**config.mk**
```make
export PLATFORM = sky130hd
export DESIGN_NAME = addr_filter_top
export DESIGN_NICKNAME = d
export VERILOG_FILES = /design/src/rtl/addr_filt_pkg.sv /design/src/rtl/addr_filt_regs.sv /design/src/rtl/addr_filt_rx.sv /design/src/rtl/addr_filt_decide.sv /design/src/rtl/addr_filter_top.sv
export SDC_FILE = /design/constraint.sdc
export NUM_CORES = 1
export LEC_CHECK = 0
export CORE_ASPECT_RATIO = 2
export CORE_MARGIN = 5
export CORE_UTILIZATION = 69
export DETAILED_ROUTE_END_ITERATION = 7
export DONT_BUFFER_PORTS = 1
export PLACE_DENSITY = 0.85
export SYNTH_ARGS = -nofsm -noshare
export SYNTH_HDL_FRONTEND = slang
export SYNTH_HIERARCHICAL = 1
export SYNTH_SLANG_ARGS = --single-unit
export TNS_END_PERCENT = 30
```
**constraint.sdc**
```tcl
create_clock -name clk -period 4.5 [get_ports clk]
set_input_delay 0.9 -clock clk [delete_from_list [all_inputs] [get_ports clk]]
set_output_delay 0.9 -clock clk [all_outputs]
set_load 0.01 [all_outputs]
```
**src/rtl/addr_filt_pkg.sv**
```systemverilog
package addr_filt_pkg;

  typedef struct packed {
    logic reject_own;
    logic hash_en;
    logic promisc;
  } filt_cfg_t;

  localparam logic [31:0] CRC_SEED = 32'hFFFF_FFFF;
  localparam logic [31:0] CRC_POLY_REFL = 32'hEDB8_8320;

  // One byte through the reflected CRC-32, least significant bit first.
  function automatic logic [31:0] crc32r_byte(input logic [31:0] c_in, input logic [7:0] b);
    logic [31:0] c;
    c = c_in;
    for (int i = 0; i < 8; i++) begin
      if (c[0] ^ b[i]) c = (c >> 1) ^ CRC_POLY_REFL;
      else             c = c >> 1;
    end
    return c;
  endfunction

endpackage

```
**src/rtl/addr_filt_regs.sv**
```systemverilog
module addr_filt_regs
  import addr_filt_pkg::*;
#(
  parameter int WORD_W     = 16,
  parameter int STA_WORDS  = 3,
  parameter int HASH_WORDS = 4,
  parameter int REG_AW     = 4,
  localparam int ADDR_W    = STA_WORDS * WORD_W,
  localparam int HASH_BITS = HASH_WORDS * WORD_W
)(
  input  logic                 clk,
  input  logic                 rst_n,
  input  logic                 wr_en,
  input  logic [REG_AW-1:0]    wr_addr,
  input  logic [WORD_W-1:0]    wr_data,
  output logic [ADDR_W-1:0]    station,
  output logic [HASH_BITS-1:0] hash_tbl,
  output filt_cfg_t            cfg
);
  localparam int HASH_OFS = STA_WORDS;
  localparam int CFG_OFS  = STA_WORDS + HASH_WORDS;

  // Station words: word 0 lands in the most significant bits (first on the wire).
  for (genvar k = 0; k < STA_WORDS; k++) begin : g_sta
    logic [WORD_W-1:0] word_q;
    always_ff @(posedge clk) begin
      if (!rst_n) word_q <= '0;
      else if (wr_en && wr_addr == REG_AW'(k)) word_q <= wr_data;
    end
    assign station[ADDR_W-1-k*WORD_W -: WORD_W] = word_q;
  end

  // Hash words: word w occupies table bits [w*WORD_W +: WORD_W].
  for (genvar w = 0; w < HASH_WORDS; w++) begin : g_hash
    logic [WORD_W-1:0] word_q;
    always_ff @(posedge clk) begin
      if (!rst_n) word_q <= '0;
      else if (wr_en && wr_addr == REG_AW'(HASH_OFS + w)) word_q <= wr_data;
    end
    assign hash_tbl[w*WORD_W +: WORD_W] = word_q;
  end

  filt_cfg_t cfg_q;
  always_ff @(posedge clk) begin
    if (!rst_n) cfg_q <= '0;
    else if (wr_en && wr_addr == REG_AW'(CFG_OFS)) begin
      cfg_q.promisc    <= wr_data[0];
      cfg_q.hash_en    <= wr_data[1];
      cfg_q.reject_own <= wr_data[2];
    end
  end
  assign cfg = cfg_q;

endmodule

```
**src/rtl/addr_filt_rx.sv**
```systemverilog
module addr_filt_rx
  import addr_filt_pkg::*;
#(
  parameter int ADDR_BYTES = 6,
  parameter int IDX_W      = 6,
  localparam int ADDR_W    = ADDR_BYTES * 8,
  localparam int CNT_W     = $clog2(2 * ADDR_BYTES + 1)
)(
  input  logic              clk,
  input  logic              rst_n,
  input  logic              frame_start,
  input  logic              rx_valid,
  input  logic [7:0]        rx_byte,
  output logic [ADDR_W-1:0] dst_addr,
  output logic [ADDR_W-1:0] src_addr,
  output logic [IDX_W-1:0]  crc_top,
  output logic              evt_last_byte
);
  localparam logic [CNT_W-1:0] DST_END = CNT_W'(ADDR_BYTES);
  localparam logic [CNT_W-1:0] SRC_END = CNT_W'(2 * ADDR_BYTES);

  logic [CNT_W-1:0]  cnt_q, eff_cnt;
  logic [31:0]       crc_q, crc_base;
  logic [ADDR_W-1:0] dst_q;
  logic [ADDR_W-9:0] src_q;
  logic              take_dst, take_src;

  assign eff_cnt  = frame_start ? '0 : cnt_q;
  assign crc_base = frame_start ? CRC_SEED : crc_q;
  assign take_dst = rx_valid && (eff_cnt < DST_END);
  assign take_src = rx_valid && (eff_cnt >= DST_END) && (eff_cnt < SRC_END);

  always_ff @(posedge clk) begin
    if (!rst_n) begin
      cnt_q <= '0;
      crc_q <= CRC_SEED;
      dst_q <= '0;
      src_q <= '0;
    end else begin
      if (frame_start || take_dst || take_src)
        cnt_q <= eff_cnt + CNT_W'(take_dst || take_src);
      if (frame_start || take_dst)
        crc_q <= take_dst ? crc32r_byte(crc_base, rx_byte) : crc_base;
      if (take_dst) dst_q <= {dst_q[ADDR_W-9:0], rx_byte};
      if (take_src) src_q <= {src_q[ADDR_W-17:0], rx_byte};
    end
  end

  assign evt_last_byte = take_src && (eff_cnt == SRC_END - CNT_W'(1));
  assign dst_addr      = dst_q;
  assign src_addr      = {src_q, rx_byte};
  assign crc_top       = crc_q[31 -: IDX_W];

  assert_count_bound_R9: assert property (@(posedge clk) disable iff (!rst_n)
    cnt_q <= SRC_END);

  assert_count_hold_R8: assert property (@(posedge clk) disable iff (!rst_n)
    (cnt_q == SRC_END && !frame_start) |=> cnt_q == SRC_END);

endmodule

```
**src/rtl/addr_filt_decide.sv**
```systemverilog
module addr_filt_decide
  import addr_filt_pkg::*;
#(
  parameter int WORD_W     = 16,
  parameter int HASH_WORDS = 4,
  parameter int ADDR_W     = 48,
  localparam int HASH_BITS = HASH_WORDS * WORD_W,
  localparam int IDX_W     = $clog2(HASH_BITS),
  localparam int BIT_W     = $clog2(WORD_W),
  localparam int SEL_W     = IDX_W - BIT_W
)(
  input  logic                 clk,
  input  logic                 rst_n,
  input  logic                 evt_last_byte,
  input  logic [ADDR_W-1:0]    dst_addr,
  input  logic [ADDR_W-1:0]    src_addr,
  input  logic [IDX_W-1:0]     crc_top,
  input  logic [ADDR_W-1:0]    station,
  input  logic [HASH_BITS-1:0] hash_tbl,
  input  filt_cfg_t            cfg,
  output logic                 verdict_valid,
  output logic                 verdict_accept
);
  // The index is the complemented top bits of the final CRC.
  function automatic logic [IDX_W-1:0] hash_index(input logic [IDX_W-1:0] top);
    return ~top;
  endfunction

  logic [WORD_W-1:0] words [HASH_WORDS];
  for (genvar w = 0; w < HASH_WORDS; w++) begin : g_word
    assign words[w] = hash_tbl[w*WORD_W +: WORD_W];
  end

  logic [IDX_W-1:0]  idx;
  logic [SEL_W-1:0]  word_sel;
  logic [BIT_W-1:0]  bit_sel;
  logic [WORD_W-1:0] sel_word;
  logic dst_bcast, dst_mcast, dst_station, src_station, hash_hit, own_drop, accept_d;

  assign idx         = hash_index(crc_top);
  assign word_sel    = idx[IDX_W-1 -: SEL_W];
  assign bit_sel     = idx[BIT_W-1:0];
  assign sel_word    = words[word_sel];
  assign hash_hit    = sel_word[bit_sel];
  assign dst_bcast   = &dst_addr;
  assign dst_mcast   = dst_addr[ADDR_W-8];
  assign dst_station = (dst_addr == station);
  assign src_station = (src_addr == station);
  assign own_drop    = cfg.reject_own && src_station;

  always_comb begin
    if (cfg.promisc)     accept_d = 1'b1;
    else if (own_drop)   accept_d = 1'b0;
    else if (dst_bcast)  accept_d = 1'b1;
    else if (dst_mcast)  accept_d = cfg.hash_en && hash_hit;
    else                 accept_d = dst_station;
  end

  always_ff @(posedge clk) begin
    if (!rst_n) begin
      verdict_valid  <= 1'b0;
      verdict_accept <= 1'b0;
    end else begin
      verdict_valid <= evt_last_byte;
      if (evt_last_byte) verdict_accept <= accept_d;
    end
  end

  assert_single_pulse_R8: assert property (@(posedge clk) disable iff (!rst_n)
    verdict_valid |=> !verdict_valid);

  assert_promisc_accept_R5: assert property (@(posedge clk) disable iff (!rst_n)
    (evt_last_byte && cfg.promisc) |=> (verdict_valid && verdict_accept));

  assert_own_reject_R7: assert property (@(posedge clk) disable iff (!rst_n)
    (evt_last_byte && !cfg.promisc && cfg.reject_own && src_station) |=> !verdict_accept);

  assert_bcast_accept_R3: assert property (@(posedge clk) disable iff (!rst_n)
    (evt_last_byte && !cfg.promisc && !own_drop && dst_bcast) |=> verdict_accept);

  assert_mcast_gate_R6: assert property (@(posedge clk) disable iff (!rst_n)
    (evt_last_byte && !cfg.promisc && !own_drop && dst_mcast && !dst_bcast && !cfg.hash_en)
      |=> !verdict_accept);

  assert_unicast_R2: assert property (@(posedge clk) disable iff (!rst_n)
    (evt_last_byte && !cfg.promisc && !own_drop && !dst_mcast)
      |=> (verdict_accept == $past(dst_station)));

endmodule

```
**src/rtl/addr_filter_top.sv**
```systemverilog
module addr_filter_top
  import addr_filt_pkg::*;
#(
  parameter int ADDR_BYTES = 6,
  parameter int WORD_W     = 16,
  parameter int HASH_WORDS = 4,
  parameter int REG_AW     = 4,
  localparam int ADDR_W    = ADDR_BYTES * 8,
  localparam int STA_WORDS = ADDR_W / WORD_W,
  localparam int HASH_BITS = HASH_WORDS * WORD_W,
  localparam int IDX_W     = $clog2(HASH_BITS)
)(
  input  logic              clk,
  input  logic              rst_n,
  input  logic              cfg_wr_en,
  input  logic [REG_AW-1:0] cfg_wr_addr,
  input  logic [WORD_W-1:0] cfg_wr_data,
  input  logic              frame_start,
  input  logic              rx_valid,
  input  logic [7:0]        rx_byte,
  output logic              verdict_valid,
  output logic              verdict_accept
);
  logic [ADDR_W-1:0]    station, dst_addr, src_addr;
  logic [HASH_BITS-1:0] hash_tbl;
  logic [IDX_W-1:0]     crc_top;
  logic                 evt_last_byte;
  filt_cfg_t            cfg;

  addr_filt_regs #(
    .WORD_W(WORD_W), .STA_WORDS(STA_WORDS), .HASH_WORDS(HASH_WORDS), .REG_AW(REG_AW)
  ) u_regs (
    .clk(clk), .rst_n(rst_n), .wr_en(cfg_wr_en), .wr_addr(cfg_wr_addr),
    .wr_data(cfg_wr_data), .station(station), .hash_tbl(hash_tbl), .cfg(cfg)
  );

  addr_filt_rx #(.ADDR_BYTES(ADDR_BYTES), .IDX_W(IDX_W)) u_rx (
    .clk(clk), .rst_n(rst_n), .frame_start(frame_start), .rx_valid(rx_valid),
    .rx_byte(rx_byte), .dst_addr(dst_addr), .src_addr(src_addr),
    .crc_top(crc_top), .evt_last_byte(evt_last_byte)
  );

  addr_filt_decide #(.WORD_W(WORD_W), .HASH_WORDS(HASH_WORDS), .ADDR_W(ADDR_W)) u_decide (
    .clk(clk), .rst_n(rst_n), .evt_last_byte(evt_last_byte), .dst_addr(dst_addr),
    .src_addr(src_addr), .crc_top(crc_top), .station(station), .hash_tbl(hash_tbl),
    .cfg(cfg), .verdict_valid(verdict_valid), .verdict_accept(verdict_accept)
  );

  assert_reset_quiet_R10: assert property (@(posedge clk)
    !rst_n |=> !verdict_valid);

endmodule

```
==> results of run 1 <==
## worst max-delay path, delay by kind of cell, from the launching register on
kind,cells,cell delay (ps)
compound gates,3,670
simple gates,1,70
mux,2,940
flops,1,930
## cells in the mapped netlist, types with 3 or more instances
cell type	n	area, µm²
a211oi_1	3	22.5
nor3_1	14	70.1
xnor2_2	5	81.3
o32a_1	3	30.0
o21ai_1	6	30.0
o21a_1	3	22.5
nand3_1	9	45.0
nor2b_1	8	50.1
buf_2	17	85.1
nand4_1	26	163
xor2_1	67	587
a21oi_1	6	30.0
o21ai_0	25	125
mux4_2	10	225
o22ai_1	9	56.3
nor2_1	43	161
dfxtp_1	241	4820
o211ai_1	8	60.1
mux4_1	4	105
buf_6	8	90.1
buf_1	9	33.8
a21boi_0	91	683
buf_4	19	143
nand2_1	354	1330
xnor2_1	87	762
buf_12	4	80.1
nand3b_1	4	30.0
mux2i_1	124	1240
nor4_1	20	125
clkbuf_1	47	176
nand2b_1	3	18.8
## cells by family after synthesis
family	after synthesis	synth area share, %
and+or+nand+nor	492	17.5
DFF	241	40.3
AOI/OAI and AO/OA	175	10.4
xor gates and xnor gates	166	13.2
muxes	139	13.2
buffers and inverters	106	5.14
adders and majority gates	2	0.209
## final cells by class
class                           instances  area, µm²  area share [%]
Timing Repair Buffer                    7       52.6           0.422
Inverter                                2       7.51          0.0602
Multi-Input combinational cell        974       6570            52.7
Clock buffer                           36        734            5.89
Sequential cell                       241       4820            38.7
Tap cell                              210        263            2.11
Clock inverter                          3       17.5           0.141
## metal layers
layer,vias up,routed length [µm]
met4,0,3320
met1,4519,11900
met5,-,0
met2,371,17200
li1,4298,-
met3,160,2030
## power breakdown
group          internal, W  switching, W
Sequential         0.00221      0.000129
Clock              0.00111      0.000811
Combinational     0.000338      0.000362
## worst max-delay path by stage
stage,start,to,slack [ps],cells after the start
after CTS,u_rx/crc_q[30],u_decide/verdict_accept,1770,6
after floorplan,frame_start,u_rx/cnt_q[2],1770,9
after global placement,frame_start,u_decide/verdict_accept,1800,9
after detailed placement,frame_start,u_decide/verdict_accept,1730,9
final,u_rx/crc_q[30],u_decide/verdict_accept,1770,6
after global routing,u_rx/crc_q[30],u_decide/verdict_accept,1640,6
## registers in the layout, summed over array words and instances (netlist names), 3 cells and up
signal,cells
u_regs/g_sta.word_q,48
u_regs/cfg,3
u_rx/crc_q,32
u_rx/cnt_q,4
u_rx/src_q,40
u_rx/dst_addr,48
u_regs/g_hash.word_q,64
## through the flow
step	utilization, %	cells	power, W	cell area, µm²
6_report	72.5	1473	0.00496	12500
5_1_grt	72.5	1473	0.00513	12500
3_5_place_dp	68.1	1434	0.00306	11700
4_1_cts	72.5	1473	0.00495	12500
3_3_place_gp	68.1	1434	0.00304	11700
2_1_floorplan	-	1321	0.00296	12000
==> impl_metrics.yaml, run 1 <==
global_route:
  globalRoute.busiestLayer: "met2"
  grt_pass1_wl_um: 52800
  antenna_found_initial: 0
  use_met1_pct: 36.1
  grt_pass1_vias: 9461
  grt_start_max_net_pins: 256
  grtUsageMet2_pct: 57.7
  track_usage_pct: 34.3
  gr-usage-met3_pct: 6.59
  globalRouteOverflowTotal: 0
worst_setup_path:
  path_cells: "mux4_1 > mux2_2 > a221o_1 > nand3_1 > o2111ai_1 > o21a_1"
  rr_startpoint: "u_rx/crc_q[30]"
  endpoint_kind: "register"
  r2r_cells: 6
  cpPeakStageDelay_ps: 930
  crit_fanout: 16
  r2r_slack_ps: 1770
  crit_slowest_cell: "dfxtp_1"
  worstSetupPathType: "register to register"
  required_ps: 4900
  worstSetupStartpointType: "register"
  arrival_ps: 3130
  rr_endpoint: "u_decide/verdict_accept"
routing:
  wirelength_um: 34500
  viasPerCell: 6.35
  drt-wirelength-per-cell_um: 23.4
  drt-initial-drc-count: 828
  firstDrtPassIters: 6
  drc: 0
  dr_total_vias: 9348
  antenna_left: 0
clocking:
  cts_tree: "done"
  path_clk_slew_ps: 70
  clockRootBuffer: "clkbuf_16"
  cts_resized: 0
  cts_setup_buffers: 0
  numCtsBuffers: 22
  cts_hold_buf: 0
  clkSinkCount: 241
  clock_latency_ps: 510
  h-tree-depth: 1
  clk_path_buf_depth: 3
worst_hold_path:
  hp-start: "u_regs/g_hash[2].word_q[0]"
  min_to: "u_regs/g_hash[2].word_q[0]"
  hold_depth: 2
  hp-class: "register to register"
logic_synthesis:
  netlist_area_mm2: 0.0120
  ys_ff_latch: 241
  synth_cell_type_count: 65
  avgSynthCellArea_um2: 9.07
  synth_seq_area_share_pct: 40.3
  ys_warn_count: 6
  synthFlopType: "dfxtp_1"
  async_flop_share_pct: 0
  synth_cells: 1321
  synthesis.nets: 1356
  synth-edff-count: 0
timing:
  fmax_mhz: 366
  fin_hold_ws_ps: 454
  setup_ws_ps: 1770
  tns_ps: 0
  finClkSkew_ps: 12.8
  hold_viol: 0
  rsz0062_at_grt: "false"
  drv_slew: 0
  min_period_ps: 2730
  setup_violations: 0
  slew_headroom_pct: 18.5
  tightestPinTransition_ps: 1220
  layout_worst_path_cycle_share_pct: 60.7
floorplanning:
  chipHeight_um: 196
  ios: 35
  die_x_um: 103
  start_util_pct: 69.7
  die_area_mm2: 0.0203
  row_count: 68
  core_area_mm2: 0.0172
placement:
  place_congestion: 1.00
  place_ws_ps: 1730
  place.port_buffers: 0
  hpwl_um: 23900
layout:
  final_common_cell: "nand2_1"
  layout-drive-gt1-share_pct: 6.02
  area_growth_pct: 4.03
  fillers: 1316
  fin_nets: 1283
  antenna_cells: 0
  layout_common_cells: "354 x nand2_1, 241 x dfxtp_1, 124 x mux2i_1, 91 x a21boi_0, 87 x xnor2_1"
flow_run:
  drv_cap: 0
status:
  status: "finished clean"
power:
  p_leak_nw: 4.94
  power_density_mw_per_mm2: 398
  vdd_drop_max_v: 0.000419
Note: power is estimated with default switching activity, not from simulation.
==> run 2: changes to the inputs <==
- ABC_AREA: unset -> 1
- CORE_UTILIZATION: 69 -> 58
- PLACE_DENSITY: 0.85 -> 0.76
- clock period: 4.5 -> 2.46 ns (I/O delays scaled with it)
==> impl_metrics.yaml, run 2 <==
worst_setup_path:
  crit_fanout: 32
  crit_top_cell: "nand2_1"
  worstSetupStartpointType: "register"
  worstSetupPathType: "register to register"
  cpPeakStageDelay_ps: 680
  required_ps: 2870
  path_cells: "inv_6 > nand2_1 > nand3_1 > nand3_1 > nand2_1 > nand2_1 > nand3_1 > nand3_1 > nand2_1 > nand2_1 > nand2_1 > nand2_1 > a21oi_2"
  endpoint_kind: "register"
  arrival_ps: 2480
  crit_slowest_cell: "dfxtp_1"
logic_synthesis:
  avgSynthCellArea_um2: 6.47
  synthFlopType: "dfxtp_1"
  synth_cell_type_count: 36
  synth_largest_area_cell: "dfxtp_1"
  synth_cells: 1939
  synthesis.nets: 1974
  netlist_area_mm2: 0.0126
  synth_area_leaders: "dfxtp_1 38%, nand2_1 17%, nor2_1 12%, nand3_1 5.1%, inv_1 4.4%"
  synth_most_common_cell: "nand2_1"
  synth_top_cells_by_count: "585 x nand2_1, 385 x nor2_1, 241 x dfxtp_1"
  ys_warn_count: 6
  synth_seq_area_share_pct: 38.4
  ys_ff_latch: 241
  synth_top_area_share_pct: 38.4
  synth-edff-count: 0
  async_flop_share_pct: 0
global_route:
  grt_start_max_net_pins: 202
  use_met1_pct: 30.3
  antenna_found_initial: 0
  globalRouteOverflowTotal: 0
  grt_pass1_wl_um: 61500
  grtUsageMet2_pct: 59.7
  globalRoute.busiestLayer: "met2"
  track_usage_pct: 32.0
  grt_pass1_vias: 11514
  gr-usage-met3_pct: 3.22
timing:
  tns_ps: 0
  fmax_mhz: 482
  slew_headroom_pct: 56.2
  hold_viol: 0
  finClkSkew_ps: 11.7
  rsz0062_at_grt: "false"
  setup_violations: 0
  tightestPinTransition_ps: 654
  layout_worst_path_cycle_share_pct: 84.4
  min_period_ps: 2080
  drv_slew: 0
floorplanning:
  ios: 35
  chipHeight_um: 218
  row_count: 76
  start_util_pct: 58.4
  die_area_mm2: 0.0249
  die_x_um: 114
  core_area_mm2: 0.0215
layout:
  antenna_cells: 0
  layout_common_cells: "585 x nand2_1, 384 x nor2_1, 241 x dfxtp_1, 147 x inv_1, 127 x nand3_1"
  fin_nets: 1922
  regMostFlops: "u_regs/g_hash.word_q"
  layout-drive-gt1-share_pct: 5.94
  largest_register_ffs: 64
  final_common_cell: "nand2_1"
  final_area_mm2: 0.0133
  area_growth_pct: 5.78
flow_run:
  drv_cap: 0
clocking:
  path_clk_slew_ps: 70
  clock_latency_ps: 530
  cts_hold_buf: 0
  cts_resized: 0
  clockRootBuffer: "clkbuf_16"
  h-tree-depth: 1
  numCtsBuffers: 22
  clk_path_buf_depth: 3
  cts_setup_buffers: 0
  cts_tree: "done"
  clkSinkCount: 241
routing:
  drt-wirelength-per-cell_um: 18.3
  antenna_left: 0
  drc: 0
  dr_total_vias: 11922
  viasPerCell: 5.48
  wirelength_um: 39800
  drt-initial-drc-count: 802
  firstDrtPassIters: 6
power:
  vdd_drop_max_v: 0.000763
  p_leak_nw: 6.06
  power_density_mw_per_mm2: 667
worst_hold_path:
  hp-class: "input port to register"
placement:
  dpl-instance-area_mm2: 0.0125
  hpwl_um: 29500
  place.port_buffers: 0
  place_congestion: 0.997
status:
  status: "finished clean"
==> run 2: cell count changes after synthesis, moves of 17 or more <==
cell,before,now
a21boi_0,91,0
a21oi_1,6,59
clkbuf_1,47,30
inv_1,2,147
mux2i_1,124,0
nand2_1,354,585
nand3_1,9,127
nor2_1,43,385
o21ai_0,25,71
or2_2,0,22
xnor2_1,87,25
==> run 2: routing by layer <==
| metal | vias up | wire, µm |
|---|---|---|
| met3 | 173 | 1560 |
| met2 | 357 | 21000 |
| li1 | 5921 | - |
| met1 | 5471 | 13200 |
| met5 | - | 0 |
| met4 | 0 | 3960 |
==> run 2: final cells by class <==
cell class	count	area [µm²]
Inverter	152	576
Clock inverter	3	46.3
Multi-Input combinational cell	1442	6580
Timing Repair Buffer	28	223
Tap cell	273	342
Fill cell	2179	8210
Sequential cell	241	4820
Clock buffer	36	684
==> run 2: power by group <==
part           switching (W)  internal [W]
logic               0.000814      0.000389
clock network        0.00153       0.00201
registers           0.000104       0.00402
==> run 2: final timing paths <==
check                  from                      end  slack, ps  depth (start not counted)
max          u_rx/crc_q[30]  u_decide/verdict_accept        380                         13
min                   rst_n           u_rx/crc_q[24]         70                          1
max reg2reg  u_rx/crc_q[30]  u_decide/verdict_accept        380                         13
min reg2reg   u_rx/cnt_q[0]            u_rx/cnt_q[0]        460                          2
==> run 2: kinds of logic (layout without fill, tap and decap cells) <==
family | after synthesis | count (layout) | share of synthesized area (%)
and+or+nand+nor | 1201 | 1201 | 39.4
buffers and inverters | 256 | 219 | 9.14
DFF | 241 | 241 | 38.4
AOI/OAI and AO/OA | 157 | 157 | 6.76
xor gates and xnor gates | 82 | 82 | 6.05
adders and majority gates | 2 | 2 | 0.199
==> run 2: through the flow <==
stage	setup WS, ps	instances	hold WS (ps)	utilization (%)	power (W)
3_5_place_dp	253	2136	450	58.4	0.00539
6_report	385	2175	66.3	61.8	0.00886
3_3_place_gp	291	2136	449	58.4	0.00538
4_1_cts	422	2175	56.7	61.8	0.00889
2_1_floorplan	445	1939	430	-	0.00510
5_1_grt	263	2175	65.7	61.8	0.00918
==> run 2: critical path, delay by kind of cell (launching register included) <==
family	cells	cell delay, ps
and+or+nand+nor	11	990
DFF	1	680
buffers and inverters	1	220
AOI/OAI and AO/OA	1	50
==> run 3: changes to the inputs <==
- ABC_AREA: 1 -> 0
- clock period: 2.46 -> 1.8 ns (I/O delays scaled with it)
==> impl_metrics.yaml, run 3 (synthesized netlist as in run 1, its figures left out) <==
layout:
  largest_register_ffs: 64
  fin_nets: 1434
  antenna_cells: 0
  final_common_cell: "nand2_1"
  fillers: 1500
  layout-drive-gt1-share_pct: 19.4
  regMostFlops: "u_regs/g_hash.word_q"
  layout_common_cells: "353 x nand2_1, 229 x dfxtp_1, 129 x buf_4, 124 x mux2i_1, 91 x a21boi_0"
  area_growth_pct: 18.9
timing:
  slew_headroom_pct: 59.1
  tns_ps: -884
  drv_slew: 0
  setup_ws_ps: -179
  setup_violations: 16
  rsz0062_at_grt: "true"
  tightestPinTransition_ps: 612
  min_period_ps: 1980
  hold_viol: 0
  finClkSkew_ps: 12.0
  fmax_mhz: 505
  layout_worst_path_cycle_share_pct: 110
worst_setup_path:
  worstSetupStartpointType: "register"
  cpPeakStageDelay_ps: 500
  path_cells: "mux4_2 > mux2_4 > a221o_1 > nand3_2 > o2111ai_2 > o21a_1"
  rr_startpoint: "u_rx/crc_q[30]"
  worstSetupPathType: "register to register"
  arrival_ps: 2390
  rr_endpoint: "u_decide/verdict_accept"
  endpoint_kind: "register"
  crit_slowest_cell: "mux4_2"
  r2r_slack_ps: -180
  required_ps: 2210
  r2r_cells: 6
  crit_fanout: 6
clocking:
  clockRootBuffer: "clkbuf_16"
  path_clk_slew_ps: 70
  h-tree-depth: 1
  cts_tree: "done"
  clk_path_buf_depth: 3
  clock_latency_ps: 510
  numCtsBuffers: 22
  clkSinkCount: 241
routing:
  wirelength_um: 38000
  highest_layer: "met4"
  dr_wl_met2_um: 19400
  wl_met3_um: 2010
  firstDrtPassIters: 8
  drt-initial-drc-count: 922
  antenna_left: 0
  dr_total_vias: 10106
  wl_met1_um: 12900
  drt-wirelength-per-cell_um: 22.6
  drc: 1
  viasPerCell: 6.01
power:
  clockPowerShare_pct: 36.2
  seqPwrFrac_pct: 42.8
  p_int_w: 0.00979
  vdd_drop_max_v: 0.000882
  power_density_mw_per_mm2: 948
  p_leak_nw: 5.84
  combPwrFrac_pct: 21.0
  p_total_w: 0.0135
  switching_share_pct: 27.5
  power_switching_w: 0.00371
worst_hold_path:
  hold_depth: 2
  min_to: "u_rx/dst_addr[2]"
  hp-class: "input port to register"
  hp-start: "rx_byte[2]"
floorplanning:
  die_x_um: 112
  start_util_pct: 58.8
  core_area_mm2: 0.0204
  chipHeight_um: 213
  ios: 35
  row_count: 74
  die_area_mm2: 0.0238
status:
  violations: "design-rule violations, negative setup slack"
  status: "finished, violations left"
placement:
  place_congestion: 0.989
  hpwl_um: 25600
  place.port_buffers: 0
global_route:
  grt_pass1_vias: 10313
  globalRouteOverflowTotal: 0
  track_usage_pct: 30.2
  antenna_found_initial: 0
  grt_pass1_wl_um: 56200
  grt_start_max_net_pins: 228
flow_run:
  drv_cap: 0
## run 3: routing by layer
layer,track usage (%),vias up
li1,-,4598
met1,30.4,4895
met2,54.2,410
met3,3.74,203
met4,26.3,0
met5,0,-
## run 3: power groups by stage
stage | clock network (W) | registers, W | logic, W
detailed placement | 0 | 0.00587 | 0.00216
global route | 0.00515 | 0.00579 | 0.00296
finish | 0.00489 | 0.00578 | 0.00284
CTS | 0.00496 | 0.00575 | 0.00234
global placement | 0 | 0.00586 | 0.00211
floorplan | 0 | 0.00576 | 0.00167
## run 3: metrics by stage
step / instance area [µm²] / setup WS (ps) / hold WS [ps] / util (%) / std cells
after floorplan: 12000 / -206 / 430 / - / 1321
after global placement: 12800 / -217 / 440 / 62.9 / 1615
final: 14200 / -179 / 18.4 / 70.0 / 1681
after global routing: 14200 / -235 / 1.34 / 70.0 / 1681
after CTS: 13900 / -203 / 0.570 / 68.0 / 1670
after detailed placement: 12800 / -247 / 447 / 62.9 / 1615
## run 3: timing repair
action	in CTS	in global routing
endpoints found under the hold margin	42	0
pin swaps	15	32
endpoints found under the setup margin	71	68
buffers inserted	5	12
resized for setup	32	55
hold buffers	10	0
## run 3: worst max path at each step
stage | to | slack (ps) | from
after global placement | u_decide/verdict_accept | -220 | u_rx/crc_q[30]
after floorplan | u_decide/verdict_accept | -210 | u_rx/crc_q[30]
after detailed placement | u_decide/verdict_accept | -250 | u_rx/crc_q[30]
final | u_decide/verdict_accept | -180 | u_rx/crc_q[30]
after CTS | u_decide/verdict_accept | -200 | u_rx/crc_q[30]
after global routing | u_decide/verdict_accept | -240 | u_rx/crc_q[30]
## run 3: critical path, delay by kind of cell, from the launching register on
family / cells / cell delay, ps
flip-flops: 1 / 390
multiplexers: 2 / 780
AND/OR/NAND/NOR: 1 / 80
AO/OA/AOI/OAI: 3 / 620
## run 3: layout make-up
cell class                 count  area, µm²  area share (%)
tap                          266        333            2.34
multi-input combinational    974       6940            48.7
clock buffer                  30        642            4.50
timing repair buffer         158       1360            9.56
clock inverter                10        113           0.790
sequential                   241       4850            34.0
inverter                       2       7.51          0.0527
